$ cat src/rtl/dacc_pkg.sv
package dacc_pkg;

  typedef enum logic [1:0] {
    OP_IDLE = 2'b00,
    OP_ADD  = 2'b01,
    OP_SUB  = 2'b10,
    OP_LOAD = 2'b11
  } dacc_op_e;

  localparam int NUM_ACC = 2;

endpackage

$ cat src/rtl/dacc_addsub.sv
module dacc_addsub
  import dacc_pkg::*;
#(
  parameter int W = 40
) (
  input  dacc_op_e       op,
  input  logic [W-1:0]   acc_in,
  input  logic [W-1:0]   operand,
  output logic [W-1:0]   sum,
  output logic           msb_ovf,
  output logic           true_neg
);

  logic [W-1:0] side_acc;
  logic [W-1:0] side_opd;
  logic         cin;

  // Plain W-bit add with carry in; the carry out is not needed.
  function automatic logic [W-1:0] add_cin(input logic [W-1:0] x,
                                           input logic [W-1:0] y,
                                           input logic c);
    return x + y + {{(W-1){1'b0}}, c};
  endfunction

  // Signed overflow: the inputs agree in sign and the result disagrees.
  function automatic logic sign_flip(input logic [W-1:0] x,
                                     input logic [W-1:0] y,
                                     input logic [W-1:0] s);
    return (x[W-1] == y[W-1]) && (s[W-1] != x[W-1]);
  endfunction

  always_comb begin
    side_acc = (op == OP_LOAD) ? '0 : acc_in;
    side_opd = (op == OP_SUB) ? ~operand : operand;
    cin      = (op == OP_SUB);
  end

  assign sum      = add_cin(side_acc, side_opd, cin);
  assign msb_ovf  = sign_flip(side_acc, side_opd, sum);
  // When the sign is destroyed, the exact result takes the sign of the inputs.
  assign true_neg = side_acc[W-1];

endmodule

$ cat src/rtl/dacc_sat.sv
module dacc_sat #(
  parameter int W        = 40,
  parameter int NARROW_W = 32
) (
  input  logic [W-1:0] sum,
  input  logic         msb_ovf,
  input  logic         true_neg,
  input  logic         sat_en,
  input  logic         sat_wide,
  output logic [W-1:0] res,
  output logic         sat_hit
);

  localparam int NB  = NARROW_W - 1;
  localparam int EXT = W - NARROW_W + 1;

  localparam logic [W-1:0] POS_WIDE = {1'b0, {(W-1){1'b1}}};
  localparam logic [W-1:0] NEG_WIDE = {1'b1, {(W-1){1'b0}}};
  localparam logic [W-1:0] POS_NAR  = {{EXT{1'b0}}, {NB{1'b1}}};
  localparam logic [W-1:0] NEG_NAR  = {{EXT{1'b1}}, {NB{1'b0}}};

  logic narrow_oor;
  logic neg_dir;

  // True when the top bits down to the narrow sign bit are not one sign extension.
  function automatic logic outside_narrow(input logic [W-1:0] v);
    return !((&v[W-1:NB]) || !(|v[W-1:NB]));
  endfunction

  function automatic logic [W-1:0] clamp(input logic neg, input logic wide);
    if (wide) return neg ? NEG_WIDE : POS_WIDE;
    else      return neg ? NEG_NAR : POS_NAR;
  endfunction

  assign narrow_oor = msb_ovf | outside_narrow(sum);
  assign neg_dir    = msb_ovf ? true_neg : sum[W-1];

  always_comb begin
    res     = sum;
    sat_hit = msb_ovf;
    if (sat_en) begin
      if (sat_wide) begin
        if (msb_ovf) res = clamp(true_neg, 1'b1);
      end else begin
        sat_hit = narrow_oor;
        if (narrow_oor) res = clamp(neg_dir, 1'b0);
      end
    end
  end

endmodule

$ cat src/rtl/dacc_bank.sv
module dacc_bank #(
  parameter int W        = 40,
  parameter int GUARD_LO = 32
) (
  input  logic         clk,
  input  logic         rst_n,
  input  logic         wr_en,
  input  logic [W-1:0] wr_val,
  input  logic         sat_set,
  input  logic         sat_clr,
  output logic [W-1:0] acc_q,
  output logic         ovf_q,
  output logic         sat_q
);

  function automatic logic guard_mixed(input logic [W-1:0] v);
    return !((&v[W-1:GUARD_LO]) || !(|v[W-1:GUARD_LO]));
  endfunction

  always_ff @(posedge clk) begin
    if (!rst_n) begin
      acc_q <= '0;
      ovf_q <= 1'b0;
      sat_q <= 1'b0;
    end else begin
      if (wr_en) begin
        acc_q <= wr_val;
        ovf_q <= guard_mixed(wr_val);
      end
      sat_q <= (sat_q & ~sat_clr) | sat_set;
    end
  end

endmodule

$ cat src/rtl/dual_acc_sat.sv
module dual_acc_sat
  import dacc_pkg::*;
#(
  parameter int ACC_W    = 40,
  parameter int NARROW_W = 32,
  parameter int GUARD_W  = 8
) (
  input  logic             clk,
  input  logic             rst_n,
  input  logic [1:0]       op_code,
  input  logic             op_sel,
  input  logic [ACC_W-1:0] operand,
  input  logic             sat_en_a,
  input  logic             sat_en_b,
  input  logic             sat_wide_a,
  input  logic             sat_wide_b,
  input  logic             ovf_trap_en_a,
  input  logic             ovf_trap_en_b,
  input  logic             cat_trap_en,
  input  logic             sat_clr_a,
  input  logic             sat_clr_b,
  output logic [ACC_W-1:0] acc_a,
  output logic [ACC_W-1:0] acc_b,
  output logic             ovf_a,
  output logic             ovf_b,
  output logic             sat_a,
  output logic             sat_b,
  output logic             ovf_any,
  output logic             sat_any,
  output logic             trap_req
);

  localparam int GUARD_LO = ACC_W - GUARD_W;

  dacc_op_e                        op;
  logic [NUM_ACC-1:0][ACC_W-1:0]   acc_q;
  logic [NUM_ACC-1:0]              ovf_q;
  logic [NUM_ACC-1:0]              sat_q;
  logic [NUM_ACC-1:0]              sat_en_v;
  logic [NUM_ACC-1:0]              sat_wide_v;
  logic [NUM_ACC-1:0]              sat_clr_v;
  logic [NUM_ACC-1:0]              ovf_trap_v;
  logic [NUM_ACC-1:0]              wr_en;
  logic [NUM_ACC-1:0]              sat_set;

  logic [ACC_W-1:0] src_acc;
  logic [ACC_W-1:0] sum;
  logic [ACC_W-1:0] res;
  logic             msb_ovf;
  logic             true_neg;
  logic             sat_hit;

  assign op         = dacc_op_e'(op_code);
  assign sat_en_v   = {sat_en_b, sat_en_a};
  assign sat_wide_v = {sat_wide_b, sat_wide_a};
  assign sat_clr_v  = {sat_clr_b, sat_clr_a};
  assign ovf_trap_v = {ovf_trap_en_b, ovf_trap_en_a};
  assign src_acc    = acc_q[op_sel];

  dacc_addsub #(.W(ACC_W)) u_addsub (
    .op       (op),
    .acc_in   (src_acc),
    .operand  (operand),
    .sum      (sum),
    .msb_ovf  (msb_ovf),
    .true_neg (true_neg)
  );

  dacc_sat #(.W(ACC_W), .NARROW_W(NARROW_W)) u_sat (
    .sum      (sum),
    .msb_ovf  (msb_ovf),
    .true_neg (true_neg),
    .sat_en   (sat_en_v[op_sel]),
    .sat_wide (sat_wide_v[op_sel]),
    .res      (res),
    .sat_hit  (sat_hit)
  );

  for (genvar i = 0; i < NUM_ACC; i++) begin : g_bank
    assign wr_en[i]   = (op != OP_IDLE) && (op_sel == 1'(i));
    assign sat_set[i] = wr_en[i] & sat_hit;

    dacc_bank #(.W(ACC_W), .GUARD_LO(GUARD_LO)) u_bank (
      .clk     (clk),
      .rst_n   (rst_n),
      .wr_en   (wr_en[i]),
      .wr_val  (res),
      .sat_set (sat_set[i]),
      .sat_clr (sat_clr_v[i]),
      .acc_q   (acc_q[i]),
      .ovf_q   (ovf_q[i]),
      .sat_q   (sat_q[i])
    );
  end

  assign acc_a    = acc_q[0];
  assign acc_b    = acc_q[1];
  assign ovf_a    = ovf_q[0];
  assign ovf_b    = ovf_q[1];
  assign sat_a    = sat_q[0];
  assign sat_b    = sat_q[1];
  assign ovf_any  = |ovf_q;
  assign sat_any  = |sat_q;
  assign trap_req = (|(ovf_q & ovf_trap_v)) | (cat_trap_en & (|(sat_q & ~sat_en_v)));

endmodule

$ cat config.mk
export PLATFORM = sky130hd
export DESIGN_NAME = dual_acc_sat
export DESIGN_NICKNAME = d
export VERILOG_FILES = /design/src/rtl/dacc_pkg.sv /design/src/rtl/dacc_addsub.sv /design/src/rtl/dacc_sat.sv /design/src/rtl/dacc_bank.sv /design/src/rtl/dual_acc_sat.sv
export SDC_FILE = /design/constraint.sdc
export NUM_CORES = 1
export LEC_CHECK = 0
export ABC_AREA = 1
export CAP_MARGIN = 10
export CORE_ASPECT_RATIO = 0.9
export CORE_MARGIN = 3
export CORE_UTILIZATION = 40
export CTS_CLUSTER_DIAMETER = 30
export DETAILED_ROUTE_END_ITERATION = 10
export PLACE_DENSITY = 0.72
export SLEW_MARGIN = 20
export SYNTH_ARGS = -nofsm -noshare
export SYNTH_HDL_FRONTEND = slang
export SYNTH_HIERARCHICAL = 1
export SYNTH_SLANG_ARGS = --single-unit
$ cat constraint.sdc
create_clock -name clk -period 9 [get_ports clk]
set_input_delay 1.8 -clock clk [delete_from_list [all_inputs] [get_ports clk]]
set_output_delay 1.8 -clock clk [all_outputs]
set_load 0.005 [all_outputs]
==> key figures, run 1 <==
Clocking
  • Clock transition at path regs: 0.07 ns
  • Max Root-Sink Buffers: 2
  • Post-CTS setup buffer count: 0
  • CTS tree: built
  • CTS Hold Bufs: 0
  • Post-CTS sizing: 0
  • Worst skew pair latency: 0.36 ns
  • Clock root cell: clkbuf_16
  • CTS H-Tree Depth: 3
  • Num CTS Buffers: 9
  • Clk sinks: 84

STA
  • Setup Skew: 0.0129 ns
  • Normalized max-slew margin: 26.2%
  • Hold WS: 0.517 ns
  • Least-Margin Pin Slew: 1.10 ns
  • Slew Viols, Final: 0
  • Crit share post-route: 75.3%
  • Unrepaired setup endpoints after global routing: no
  • Total negative slack: 0 ns
  • Final hold vios: 0
  • Peak Freq: 148 MHz
  • Tmin final: 6.77 ns
  • Setup violators final: 0

Critical path
  • WS Path Type: input pin to register
  • Most used cell, CP: nand2_1
  • Crit path DAT: 6.98 ns
  • Crit path max-delay cell type: o21ai_0
  • Worst path bufs/invs: 5
  • R2R cell count: 27
  • Crit start category: input pin
  • Slowest cell delay on critical path: 0.61 ns
  • Worst setup EP type: register
  • Reg2Reg Setup Slack: 4.72 ns
  • Family with the most delay on the worst path: simple AND/OR/NAND/NOR gates
  • Reg-to-Reg End: g_bank[1].u_bank/ovf_q
  • Worst reg2reg startpoint: g_bank[1].u_bank/acc_q[33]
  • Crit Path Max Fanout: 73
  • Required time of the critical path: 9.21 ns

Yosys
  • Most used DFF post-synth: dfxtp_1
  • Ys async rst share: 0%
  • Mean Syn Cell Area: 5.75 sq um
  • Syn Inst Count: 1561
  • Number of synthesized flops with an enable pin: 0
  • Area leader, netlist: nand2_1
  • Synthesized cell area: 8980 sq um
  • Top post-synthesis cells by area: nand2_1 (22%), dfxtp_1 (19%), nor2_1 (11%)
  • Sequential share of the synthesized area: 18.7%
  • Top-area cell type share of the netlist area: 22.0%
  • Number of distinct library cells after synthesis: 49
  • Yosys warning total: 6
  • Synth Register Bits: 84
  • Post-synth net total: 1654

Power
  • Sw Ratio: 43.7%
  • Peak VDD IR: 0.100 mV
  • Combinational share of power: 51.2%
  • Clock network power share: 23.4%
  • Psw: 0.000767 W
  • Pleak: 5.43 nW
  • Flop pwr share: 25.4%
  • Pwr dens: 165 nW/um^2
  • Int Pwr: 0.000986 W

Placed design
  • Dpl hpwl: 21.1 mm
  • GPL Wtd Cong: 0.942
  • Post-Place Cell Area: 10300 sq um
  • Cell total after placement: 1932
  • Port Buffers: 140

Hold path
  • Worst hold-check path type: register to register
  • Hold_sp: g_bank[1].u_bank/acc_q[27]
  • Hold path endpoint: g_bank[1].u_bank/acc_q[27]
  • WHS Path Cells: 2

Routing
  • Drt first pass iters: 5
  • Vias post-DR: 9765
  • WL per Instance: 14.8 um
  • Drt first-iter violations: 859
  • Routed Antenna Nets: 0
  • Number of remaining DRC errors: 0
  • DR vias/cell: 5.02
  • Routed WL: 28.8 mm

GRT
  • Pin count of the biggest net entering global routing: 85
  • GR Util met3: 3.95%
  • Total grt overflow: 0
  • First-pass GRT wire length: 46.5 mm
  • Vias in the first global route: 8993
  • Met2 Use GR: 36.6%
  • Grt peak-use layer: met2
  • Initial antenna violation count: 0
  • GRT Util Overall: 23.5%
  • GR Util met1: 34.0%

Cells and area
  • Ant. Diodes: 0
  • Most common cell after layout, fill and taps aside: nand2_1
  • Syn-to-layout area delta: 18.3%
  • Layout Cell Area excl Fill: 10600 sq um
  • Post-layout nets: 1745
  • Core Util, Final: 48.7%
  • Layout cells sized above 1: 7.79%
  • Layout Cells excl Fill: 1947
  • Commonest non-fill, non-tap cells in the layout: nand2_1 (527), nor2_1 (265), inv_1 (154)

Floorplan
  • Die W: 164 um
  • Starting Density: 41.1%
  • Row cnt: 51
  • Chip height: 148 um
  • Die area: 24300 sq um
  • Top-Level Pins: 141
  • Core Box Area: 21800 sq um

Run
  • Max-Cap Viols: 0

Status
  • Status: completed
synth_stat cells, types with 3 or more instances:
cell type  instances
buf_4             11
nand2_4            4
o21bai_1           5
buf_12             4
nand3_2           35
clkbuf_4           6
nor2_2            15
nand2_1          527
xor2_1            59
xnor2_1            5
buf_2              6
o21ai_1            9
nor3_1             8
buf_1              3
nand4_1            5
dfxtp_1           84
nand3_1           59
ha_1              38
buf_6             15
inv_1            154
a21o_1             3
o21a_1             6
a21oi_1           55
nand2_2           23
clkbuf_2           8
o21ai_0           98
nor2_4             3
clkbuf_1          15
nor2_1           267
inv_2              7
power groups by stage:
stage	clock [W]	sequential [W]	combinational (W)
after global routing	0.000433	0.000451	0.00101
after detailed placement	0	0.000453	0.000885
after global placement	0	0.000452	0.000874
after CTS	0.000416	0.000445	0.000892
after floorplan	0	0.000451	0.000650
final	0.000410	0.000446	0.000897
flip-flops by register name (all words and copies together) (netlist names):
| signal | flops |
|---|---|
| g_bank.u_bank/acc_q | 80 |
| g_bank.u_bank/sat_q | 2 |
| g_bank.u_bank/ovf_q | 2 |
layer usage:
| metal | routed length, um | up-vias | part of all wire, % |
|---|---|---|---|
| met4 | 369 | 0 | 1.3 |
| met3 | 1800 | 23 | 6.3 |
| met1 | 14200 | 4401 | 50 |
| li1 | - | 5022 | - |
| met5 | 0 | - | 0 |
| met2 | 12300 | 319 | 43 |
worst reg2reg max path: stages (launching register included):
cell and delay (ns):
dfxtp_1 0.34, nand2_1 0.07, nand2_1 0.06, inv_1 0.06
nor2_1 0.06, ha_1 0.42, nand2_1 0.10, inv_1 0.11
nand2_1 0.07, nor2_1 0.14, nand2_1 0.08, nor2_1 0.11
nand2_1 0.09, nand3_2 0.10, nand2_1 0.05, nand2_1 0.05
nor2_1 0.07, inv_4 0.50, nor2_2 0.09, o21bai_2 0.25
nand2_1 0.08, nand2_1 0.15, o21ai_0 0.61, nand2_1 0.12
nor2_1 0.13, nand2_1 0.05, o21ai_0 0.07, a21oi_1 0.08
metrics by stage:
step                setup WS, ns  total power, W
detailed placement          1.92         0.00134
finish                      2.23         0.00175
CTS                         2.29         0.00175
global route                1.64         0.00189
global placement            2.06         0.00133
floorplan                   3.69         0.00110
how the worst max path moves through the flow:
stage / start / to / slack [ns] / cells after the start
after floorplan: op_code[0] / g_bank[0].u_bank/ovf_q / 3.69 / 26
after global placement: op_code[1] / g_bank[1].u_bank/ovf_q / 2.06 / 28
after detailed placement: op_code[1] / g_bank[1].u_bank/ovf_q / 1.92 / 28
after CTS: op_code[1] / g_bank[1].u_bank/ovf_q / 2.29 / 28
after global routing: op_code[1] / g_bank[1].u_bank/ovf_q / 1.64 / 28
final: op_code[1] / g_bank[1].u_bank/ovf_q / 2.23 / 28
kinds of logic after synthesis:
kind of cell	Yosys count	synth area share (%)
xor gates and xnor gates	64	6.24
and+or+nand+nor	954	45.5
AOI/OAI and AO/OA	189	11.4
adders and majority gates	39	5.52
buffers and inverters	231	12.7
DFF	84	18.7
final cells by class:
type / count / area (sq um)
Fill cell: 2324 / 11200
Multi-Input combinational cell: 1246 / 6180
Sequential cell: 84 / 1680
Timing Repair Buffer: 148 / 1450
Inverter: 163 / 622
Tap cell: 291 / 364
Clock buffer: 9 / 225
Clock inverter: 6 / 90.1
Note: power is estimated with default switching activity, not from simulation.
==> run 2, diff against run 1 <==
==> constraint.sdc (replaced) <==
create_clock -name clk -period 6.55 [get_ports clk]
set_input_delay 1.31 -clock clk [delete_from_list [all_inputs] [get_ports clk]]
set_output_delay 1.31 -clock clk [all_outputs]
set_load 0.005 [all_outputs]
==> run 2 against run 1 <==
  * Worst setup slack lost 1.2 ns
  * Hold slack gained 0.0014 ns
  * Register-to-register slack lost 2.2 ns
  * Final cell count grew 0.77%
  * Power grew 38%
  * Sequential share of layout area shrank 0.18 points
  * Via count shrank 0.18%
  * Critical path depth shrank 2
  * Sequential power grew 37%
  * Critical path type unchanged
  * Largest cell class unchanged
==> key figures, run 2 (synthesized netlist as in run 1, its figures left out) <==
Status
  • Status: completed

Placed design
  • Post-Place Cell Area: 10400 sq um (+1.2%)
  • GPL Wtd Cong: 0.966 (+2.6%)
  • Port Buffers: 140 (unchanged)
  • Dpl hpwl: 21.5 mm (+2.1%)

Critical path
  • Slowest cell delay on critical path: 0.51 ns (-0.10 ns)
  • Crit path max-delay cell type: clkdlybuf4s50_1
  • Most used cell, CP: nand2_1
  • Crit path DAT: 5.73 ns (-1.25 ns)
  • Required time of the critical path: 6.79 ns (-2.42 ns)
  • WS Path Type: input pin to register
  • Crit Path Max Fanout: 39 (-47%)
  • Crit start category: input pin
  • Worst setup EP type: register

Routing
  • Vias post-DR: 9747 (-0.18%)
  • Drt first pass iters: 5 (unchanged)
  • DR vias/cell: 4.97 (-0.95%)
  • WL per Instance: 14.7 um (-0.17%)
  • Routed Antenna Nets: 0 (unchanged)
  • Number of remaining DRC errors: 0 (unchanged)
  • Drt first-iter violations: 888 (+3.4%)
  • Routed WL: 28.9 mm (+0.60%)

Clocking
  • Clk sinks: 84 (unchanged)
  • Post-CTS setup buffer count: 0 (unchanged)
  • Num CTS Buffers: 9 (unchanged)
  • Clock root cell: clkbuf_16
  • Post-CTS sizing: 0 (unchanged)
  • Clock transition at path regs: 0.07 ns (about the same)
  • CTS Hold Bufs: 0 (unchanged)
  • CTS H-Tree Depth: 3 (unchanged)
  • CTS tree: built
  • Max Root-Sink Buffers: 2 (unchanged)
  • Worst skew pair latency: 0.36 ns (about the same)

GRT
  • GRT Util Overall: 23.7% (+0.24 points)
  • Initial antenna violation count: 0 (unchanged)
  • Vias in the first global route: 9339 (+3.8%)
  • Pin count of the biggest net entering global routing: 85 (unchanged)
  • Total grt overflow: 0 (unchanged)
  • First-pass GRT wire length: 47.6 mm (+2.4%)

Power
  • Pwr dens: 226 nW/um^2 (+37%)
  • Peak VDD IR: 0.127 mV (+27%)
  • Pleak: 5.50 nW (+1.3%)

Floorplan
  • Top-Level Pins: 141 (unchanged)
  • Chip height: 148 um (unchanged)
  • Die W: 164 um (unchanged)
  • Die area: 24300 sq um (unchanged)
  • Row cnt: 51 (unchanged)
  • Core Box Area: 21800 sq um (unchanged)
  • Starting Density: 41.1% (unchanged)

Run
  • Max-Cap Viols: 0 (unchanged)

STA
  • Setup violators final: 0 (unchanged)
  • Total negative slack: 0 ns (unchanged)
  • Final hold vios: 0 (unchanged)
  • Setup Skew: 0.00953 ns (-0.00339 ns)
  • Unrepaired setup endpoints after global routing: no
  • Slew Viols, Final: 0 (unchanged)
  • Least-Margin Pin Slew: 0.862 ns (-0.243 ns)
  • Crit share post-route: 83.7%
  • Peak Freq: 182 MHz
  • Normalized max-slew margin: 42.5% (+16 points)
  • Tmin final: 5.49 ns

Cells and area
  • Top reg by flops: g_bank.u_bank/acc_q
  • Commonest non-fill, non-tap cells in the layout: nand2_1 (527), nor2_1 (265), inv_1 (154)
  • Layout cells sized above 1: 8.62% (+0.83 points)
  • Post-layout nets: 1759 (+0.80%)
  • Most common cell after layout, fill and taps aside: nand2_1
  • Max reg flops: 80 (unchanged)
  • Fillers: 2334 (+0.43%)
  • Ant. Diodes: 0 (unchanged)
  • Layout Cell Area excl Fill: 10700 sq um (+1.2%)
  • Syn-to-layout area delta: 19.6%
  • Biggest registers after layout: g_bank.u_bank/acc_q x80, g_bank.u_bank/ovf_q x2, g_bank.u_bank/sat_q x2

Hold path
  • Worst hold-check path type: register to register
-- run 2: changes by cell type in the layout (fill, tap and decap cells not counted) --
cell,change
clkbuf_8,+1
buf_2,+1
clkinvlp_4,+1
buf_4,+11
buf_12,+2
clkinv_2,-1
clkinv_4,-1
bufinv_16,-1
inv_6,+2
-- run 2: critical path, delay by kind of cell --
kind	cells	cell delay, ns
and+or+nand+nor	18	2.31
adders and majority gates	1	0.30
buffers and inverters	3	0.88
AOI/OAI and AO/OA	3	0.64
xor gates and xnor gates	1	0.23
-- run 2: metal layers --
layer | GRT usage [%] | up-vias | share of wire, %
li1 | - | 5056 | -
met1 | 35.0 | 4390 | 51
met2 | 37.1 | 279 | 43
met3 | 3.04 | 22 | 5.1
met4 | 4.82 | 0 | 1.0
met5 | 0 | - | 0
-- run 2: path summary, 6_finish.rpt --
path,from,end,slack (ns),cells after the start
worst max-delay path,op_code[1],g_bank[0].u_bank/acc_q[21],1.06,26
worst min-delay path,g_bank[1].u_bank/acc_q[28],g_bank[1].u_bank/acc_q[28],0.52,2
worst min register to register,g_bank[1].u_bank/acc_q[28],g_bank[1].u_bank/acc_q[28],0.52,2
worst max register to register,g_bank[1].u_bank/acc_q[0],g_bank[0].u_bank/acc_q[21],2.55,27
-- run 2: report_power, final --
group / switching [W] / internal [W] / leakage (nW) / total (W)
Sequential: 0.0000435 / 0.000567 / 0.696 / 0.000611
Combinational: 0.000787 / 0.000475 / 4.66 / 0.00126
Clock: 0.000239 / 0.000310 / 0.146 / 0.000549
Total: 0.00107 / 0.00135 / 5.50 / 0.00242
-- run 2: through the flow --
stage               hold WS (ns)  total power (W)  setup slack [ns]  std cells  util [%]
floorplan                  0.498          0.00151              1.73       1561         -
global placement           0.497          0.00185             0.846       1946      47.8
detailed placement         0.508          0.00187             0.826       1946      47.8
CTS                        0.527          0.00242              1.19       1962      49.2
global route               0.551          0.00261             0.715       1962      49.2
finish                     0.518          0.00242              1.06       1962      49.2
-- run 2: layout make-up --
class                           count  area, sq um  area share [%]
Multi-Input combinational cell   1246         6180            57.6
Inverter                          163          622            5.79
Clock inverter                      6         71.3           0.664
Timing Repair Buffer              162         1580            14.7
Sequential cell                    84         1680            15.7
Tap cell                          291          364            3.39
Clock buffer                       10          239            2.22
